## config.mk

```make
export PLATFORM = sky130hd
export DESIGN_NAME = ramp_adc_capture
export DESIGN_NICKNAME = d
export VERILOG_FILES = /design/src/rtl/ramp_adc_pkg.sv /design/src/rtl/adc_ramp_counter.sv /design/src/rtl/adc_cmp_sync.sv /design/src/rtl/adc_capture_pair.sv /design/src/rtl/ramp_adc_capture.sv
export SDC_FILE = /design/constraint.sdc
export NUM_CORES = 1
export LEC_CHECK = 0
export CORE_UTILIZATION = 35
export DETAILED_ROUTE_END_ITERATION = 8
export GPL_TIMING_DRIVEN = 1
export PLACE_DENSITY = 0.6
export SYNTH_ARGS = -nofsm -noshare
export SYNTH_HDL_FRONTEND = slang
export SYNTH_SLANG_ARGS = --single-unit
```

## constraint.sdc

```tcl
create_clock -name clk -period 3.2 [get_ports clk]
set_clock_uncertainty 0.2 [all_clocks]
set_input_delay 0.64 -clock clk [delete_from_list [all_inputs] [get_ports clk]]
set_output_delay 0.64 -clock clk [all_outputs]
set_load 0.02 [all_outputs]
```

## src/rtl/ramp_adc_pkg.sv

```systemverilog
package ramp_adc_pkg;

  localparam int CNT_W  = 12;
  localparam int OUT_W  = 16;
  localparam int PAD_W  = OUT_W - CNT_W;
  localparam logic [OUT_W-1:0] OVR_CODE = 16'hFFF0;

  typedef logic [CNT_W-1:0] count_t;
  typedef logic [OUT_W-1:0] word_t;

  // saturating increment: all-ones is sticky
  function automatic count_t sat_step(input count_t v);
    if (&v) return v;
    return v + count_t'(1);
  endfunction

  // output word: left-justified count, or overvoltage code when no hit
  function automatic word_t out_code(input logic hit, input count_t v);
    if (hit) return {v, {PAD_W{1'b0}}};
    return OVR_CODE;
  endfunction

endpackage

```

## src/rtl/adc_ramp_counter.sv

```systemverilog
module adc_ramp_counter
  import ramp_adc_pkg::*;
(
  input  logic   clk,
  input  logic   rst_n,
  input  logic   hold,
  input  logic   rate_fast,
  output count_t count,
  output logic   tick
);

  logic phase;

  // half rate advances on the odd phase only
  assign tick = !hold && (rate_fast || phase);

  always_ff @(posedge clk) begin
    if (!rst_n) begin
      count <= '0;
      phase <= 1'b0;
    end else if (hold) begin
      count <= '0;
      phase <= 1'b0;
    end else begin
      phase <= ~phase;
      if (tick) count <= sat_step(count);
    end
  end

endmodule

```

## src/rtl/adc_cmp_sync.sv

```systemverilog
module adc_cmp_sync #(
  parameter int N      = 4,
  parameter int STAGES = 2
) (
  input  logic         clk,
  input  logic         rst_n,
  input  logic [N-1:0] async_in,
  output logic [N-1:0] rise
);

  localparam int DEPTH = STAGES + 1;

  for (genvar g = 0; g < N; g++) begin : g_ch
    logic [DEPTH-1:0] sh;
    always_ff @(posedge clk) begin
      if (!rst_n) sh <= '0;
      else        sh <= {sh[DEPTH-2:0], async_in[g]};
    end
    assign rise[g] = sh[STAGES-1] & ~sh[STAGES];
  end

endmodule

```

## src/rtl/adc_capture_pair.sv

```systemverilog
module adc_capture_pair
  import ramp_adc_pkg::*;
(
  input  logic   clk,
  input  logic   rst_n,
  input  logic   hold,
  input  logic   load,
  input  logic   edge_in,
  input  count_t count,
  output logic   captured,
  output word_t  shadow
);

  count_t master;

  always_ff @(posedge clk) begin
    if (!rst_n) begin
      master   <= '0;
      captured <= 1'b0;
    end else if (hold) begin
      captured <= 1'b0;
    end else if (edge_in && !captured) begin
      master   <= count;
      captured <= 1'b1;
    end
  end

  always_ff @(posedge clk) begin
    if (!rst_n)    shadow <= '0;
    else if (load) shadow <= out_code(captured, master);
  end

endmodule

```

## src/rtl/ramp_adc_capture.sv

```systemverilog
module ramp_adc_capture
  import ramp_adc_pkg::*;
#(
  parameter int NCH         = 4,
  parameter int SYNC_STAGES = 2,
  localparam int SEL_W      = (NCH > 1) ? $clog2(NCH) : 1
) (
  input  logic             clk,
  input  logic             rst_n,
  input  logic             rate_fast,
  input  logic             pwm_sync,
  input  logic [NCH-1:0]   cmp_in,
  input  logic [SEL_W-1:0] rd_sel,
  output logic [OUT_W-1:0] rd_data,
  output logic             data_valid
);

  // named internal events, observed by the bound checker
  count_t         cnt_val;
  logic           tick_w;
  logic           sync_q;
  logic           sync_rise_w;
  logic [NCH-1:0] edge_w;
  logic [NCH-1:0] captured_w;
  logic           seen_rise;
  word_t          shadow_arr [NCH];

  assign sync_rise_w = pwm_sync & ~sync_q;

  adc_ramp_counter u_cnt (
    .clk       (clk),
    .rst_n     (rst_n),
    .hold      (pwm_sync),
    .rate_fast (rate_fast),
    .count     (cnt_val),
    .tick      (tick_w)
  );

  adc_cmp_sync #(.N(NCH), .STAGES(SYNC_STAGES)) u_sync (
    .clk      (clk),
    .rst_n    (rst_n),
    .async_in (cmp_in),
    .rise     (edge_w)
  );

  for (genvar g = 0; g < NCH; g++) begin : g_pair
    adc_capture_pair u_pair (
      .clk      (clk),
      .rst_n    (rst_n),
      .hold     (pwm_sync),
      .load     (sync_rise_w),
      .edge_in  (edge_w[g]),
      .count    (cnt_val),
      .captured (captured_w[g]),
      .shadow   (shadow_arr[g])
    );
  end

  always_ff @(posedge clk) begin
    if (!rst_n) begin
      sync_q     <= 1'b0;
      seen_rise  <= 1'b0;
      data_valid <= 1'b0;
    end else begin
      sync_q <= pwm_sync;
      if (sync_rise_w) begin
        seen_rise <= 1'b1;
        if (seen_rise) data_valid <= 1'b1;
      end
    end
  end

  assign rd_data = shadow_arr[rd_sel];

endmodule

```

==> metrics.csv, run 1 <==
metric,value,unit
drv_cap,0,
grt_usage,16.1,%
core.rowCount,44,
cp-end-kind,primary output,
coreArea,14600,um2
cellLeakagePower,0.00254,uW
yosys-top-cells-area,"dfxtp_1 48%, o211a_1 9.1%, nand2_1 7.3%, nand3b_1 6.8%, a21boi_0 5.9%",
cts.reportedPaths.clkPinSlew,0.06,ns
hold_viol,0,
hp-class,register to register,
wl_per_cell,16.2,um
dp_hpwl,8080,um
grt_setup_unrepaired,no,
mostFrequentLayoutCells,"128 x dfxtp_1, 103 x nand2_1, 48 x nand3b_1, 48 x o211a_1, 42 x a21boi_0",
ys_async_sr_fraction,0,%
max_slew_margin,50.9,%
die_w,125,um
design_area,6280,um2
status,completed,
drc_errors,0,
tightest_slew,0.736,ns
hold_buffers,0,
place.gp.congestion,0.758,
arrival,2.17,ns
final_max_slew_viol_count,0,
syn_area_per_cell,9.98,um2
cts_tree,yes,
cp.required,2.36,ns
vias,3855,
h-tree-depth,4,
wl,11900,um
clockRootBuffer,clkbuf_16,
fin_ws,0.187,ns
grt_overflow,0,
grt_max_degree,53,
ys_seq_area_share,48.3,%
crit_fanout,12,
antenna_cells,0,
numCtsBuffers,17,
vdd_drop_max,0.365,mV
grt_pass1_wl,19800,um
place_area,5730,um2
drive_above_1_share,12.8,%
die_area,15600,um2
setup_viol,0,
portBuffers,22,
postSynthCellCount,531,
clk-insertion-delay-late,0.41,ns
antenna_found_initial,0,
cts_sinks,128,
grt_pass1_vias,3877,
final_util,42.9,%
synth_edf_count,0,
ys.flop_type,dfxtp_1,
layout.nets,552,
final_common_cell,dfxtp_1,
ys_warn_count,0,
syn_to_final_growth,18.5,%
p_per_area,602,nW/um2
cts_buffer_depth,2,
ys_ff_latch,128,
pre_cts_ws,-0.0552,ns
r2r_setup_slack,1.22,ns
netlist_area,5300,um2
worstSetupPathType,primary input to primary output,
die_height,125,um
startpoint_type,primary input,
drtIter0Drc,230,
drtPass1Iterations,4,
synth_largest_area_cell,dfxtp_1,
finalCritPeriodShare,94.2,%
max_freq,332,MHz
ant_nets,0,
drt-vias-per-instance,5.22,
synth_top_area_share,48.3,%
io_pins,27,
initial_core_util,36.2,%
netlist-cell-type-count,50,
period_minus_slack,3.01,ns
-- cell families (layout without fill, tap and decap cells) --
logic type / Yosys count / in the layout / share of synthesized area [%]
mux: 13 / 13 / 5.29
simple gates: 206 / 206 / 21.2
other cells: 1 / 4 / 0.0707
fa+ha+maj: 1 / 1 / 0.236
xor+xnor: 1 / 1 / 0.165
buf+inv: 58 / 78 / 4.84
flops: 128 / 128 / 48.3
compound gates: 123 / 123 / 19.8
-- metal layers --
layer,track usage (%),vias to the layer above,part of all wire [%]
met5,0,-,0
met4,6.46,0,1.8
met3,4.07,19,4.2
met2,27.2,74,49
met1,19.7,1872,45
li1,-,1890,-
-- final timing paths --
kind	start	endpoint	depth (start not counted)
hold reg to reg	u_sync.g_ch[0].sh[0]$_SDFF_PN0_	u_sync.g_ch[0].sh[1]$_SDFF_PN0_	1
hold / removal	u_sync.g_ch[0].sh[0]$_SDFF_PN0_	u_sync.g_ch[0].sh[1]$_SDFF_PN0_	1
setup / recovery	rd_sel[0]	rd_data[6]	4
setup reg to reg	u_cnt.count[0]$_SDFFE_PP0P_	u_cnt.count[3]$_SDFFE_PP0P_	5
-- through the flow --
| step | instances | hold slack [ns] | power (uW) | setup TNS (ns) |
|---|---|---|---|---|
| 3_5_place_dp | 706 | 0.219 | 2010 | -0.385 |
| 2_1_floorplan | 534 | 0.212 | 1900 | 0 |
| 4_1_cts | 738 | 0.233 | 3820 | 0 |
| 3_3_place_gp | 706 | 0.216 | 2000 | -0.124 |
| 6_report | 738 | 0.232 | 3780 | 0 |
| 5_1_grt | 738 | 0.257 | 3920 | 0 |
-- area by class of cell --
type                    instances  area (um2)
fillers                      1420        8360
flip-flops and latches        128        2560
multi-input cells             348        2500
clock buffers                  22         484
repair buffers                 39         390
well taps                     184         230
clock inverters                10        85.1
inverters                       7        26.3
-- flip-flops by register name, summed over array words and instances, names as in the netlist --
| name | count |
|---|---|
| g_pair.u_pair.master | 48 |
| u_sync.g_ch.sh | 12 |
| seen_rise | 1 |
| g_pair.u_pair.captured | 4 |
| g_pair.u_pair.shadow | 48 |
| sync_q | 1 |
| data_valid | 1 |
| u_cnt.phase | 1 |
| u_cnt.count | 12 |
-- synth_stat cells (all sizes together), types with 3 or more instances --
master and count:
a21boi 48, a21oi 9, and2 13, buf 21, clkbuf 30, dfxtp 128, inv 7, mux4 12
nand2 103, nand2b 5, nand3 5, nand3b 48, nor2 5, nor2b 3, nor3 7, nor4 4
o211a 48, o21ai 3, or3 5
-- power breakdown --
group / total, uW / switching (uW) / internal (uW)
Sequential: 1700 / 41.0 / 1660
Clock: 1820 / 679 / 1140
Combinational: 263 / 131 / 132
Total: 3780 / 851 / 2930
-- what timing repair did --
item                       CTS  global route
resized for setup           12             0
hold endpoints to repair     0             0
setup endpoints to repair   12             0
setup buffers                0             0
-- worst max-delay path, cell delays in order --
cell and delay (ns):
clkdlybuf4s50_1 0.51, buf_12 0.17, mux4_2 0.51, dlygate4sd2_1 0.34
Power figures use the tool's default switching activity.
==> run 2, diff against run 1 <==
--- a/config.mk
+++ b/config.mk
@@ -5,6 +5,7 @@
 export SDC_FILE = /design/constraint.sdc
 export NUM_CORES = 1
 export LEC_CHECK = 0
+export CORE_MARGIN = 3
 export CORE_UTILIZATION = 35
 export DETAILED_ROUTE_END_ITERATION = 8
 export GPL_TIMING_DRIVEN = 1
==> run 2 against run 1 <==
  * Via count up 1.4%
  * Clock power up 11%
  * Die area rose by 6.5%
  * Critical path type unchanged
  * Highest routed layer unchanged
==> metrics.csv, run 2 (synthesis gave the netlist of run 1 again) <==
metric,value,unit
drv_cap,0,
layout.nets,552,
hold_buffers,0,
cp-end-kind,primary output,
drtIter0Drc,206,
fin_ws,0.190,ns
coreArea,14700,um2
vdd_drop_max,0.376,mV
final_util,43.1,%
clk-insertion-delay-late,0.41,ns
reg2reg_depth,5,
cp.required,2.36,ns
pre_cts_ws,-0.0389,ns
min_path_cells,1,
cts_tree,yes,
status,completed,
p_per_area,629,nW/um2
hp-class,register to register,
period_minus_slack,3.01,ns
die_area,16700,um2
clockRootBuffer,clkbuf_16,
portBuffers,22,
h-tree-depth,4,
numCtsBuffers,17,
crit_path_top_delay_cell,mux4_2,
die_height,129,um
reg.largest.list,"g_pair.u_pair.master (48), g_pair.u_pair.shadow (48)",
antenna_cells,0,
crit_buf_inv,3,
arrival,2.17,ns
drtPass1Iterations,4,
grt_max_degree,108,
wl_per_cell,16.0,um
path_cells,clkdlybuf4s50_1 -> buf_12 -> mux4_2 -> dlygate4sd2_1,
final_max_slew_viol_count,0,
path_depth,4,
critPathMaxStageDelay,0.52,ns
die_w,129,um
hold_viol,0,
dp_hpwl,7940,um
final_common_cell,dfxtp_1,
worstSetupPathType,primary input to primary output,
tns,0,ns
grt_overflow,0,
crit_fanout,12,
place_area,5730,um2
tightest_slew,0.723,ns
grt_pass1_vias,3852,
vias,3908,
post_cts_resize_count,12,
io_pins,27,
place.gp.congestion,0.818,
syn_to_final_growth,19.5,%
wl,11800,um
startpoint_type,primary input,
max_freq,332,MHz
cts_sinks,128,
mostFrequentLayoutCells,"128 x dfxtp_1, 103 x nand2_1, 48 x nand3b_1, 48 x o211a_1, 42 x a21boi_0",
drc_errors,0,
cts.reportedPaths.clkPinSlew,0.06,ns
drt-vias-per-instance,5.30,
antenna_found_initial,0,
whs,0.232,ns
core.rowCount,44,
drive_above_1_share,12.5,%
finalCritPeriodShare,94.0,%
setup_viol,0,
grt_usage,15.1,%
critPathTopFamily,buffers and inverters,
initial_core_util,36.1,%
cts_buffer_depth,2,
max_slew_margin,51.7,%
grt_pass1_wl,19600,um
ant_nets,0,
post_cts_buffers,0,
cellLeakagePower,0.00256,uW
design_area,6330,um2
grt_setup_unrepaired,no,
run 2: worst register-to-register path, cell delays in order (launching register included):
cell,delay (ns)
dfxtp_1,0.50
ha_1,0.34
nand2_1,0.17
nor4_1,0.42
o311ai_0,0.20
o41ai_1,0.10
run 2: where the power goes:
part | leakage [uW] | switching (uW) | internal (uW) | total [uW]
Clock | 0.000300 | 682 | 1340 | 2020
Combinational | 0.00121 | 132 | 132 | 263
Sequential | 0.00105 | 40.8 | 1660 | 1700
Total | 0.00256 | 855 | 3130 | 3980
run 2: final timing paths:
check / startpoint / to / slack [ns]
worst max-delay path: rd_sel[0] / rd_data[5] / 0.19
worst min-delay path: u_sync.g_ch[0].sh[0]$_SDFF_PN0_ / u_sync.g_ch[0].sh[1]$_SDFF_PN0_ / 0.23
worst max register to register: u_cnt.count[1]$_SDFFE_PP0P_ / u_cnt.count[5]$_SDFFE_PP0P_ / 1.16
worst min register to register: u_sync.g_ch[0].sh[0]$_SDFF_PN0_ / u_sync.g_ch[0].sh[1]$_SDFF_PN0_ / 0.23
run 2: metal layers:
layer	up-vias	part of all wire, %	global-route usage, %
li1	1900	-	-
met1	1900	46	18.8
met2	88	49	25.1
met3	20	4.1	3.96
met4	0	1.7	5.62
met5	-	0	0
run 2: layout make-up:
type	count	area, um2
clock buffers	22	464
clock inverters	10	159
fillers	1389	8370
inverters	7	26.3
multi-input cells	348	2500
flip-flops and latches	128	2560
well taps	184	230
repair buffers	39	390
run 2: through the flow:
stage               instances  power [uW]
finish                    738        3980
detailed placement        706        2010
CTS                       738        4020
global route              738        4120
floorplan                 534        1900
global placement          706        2000
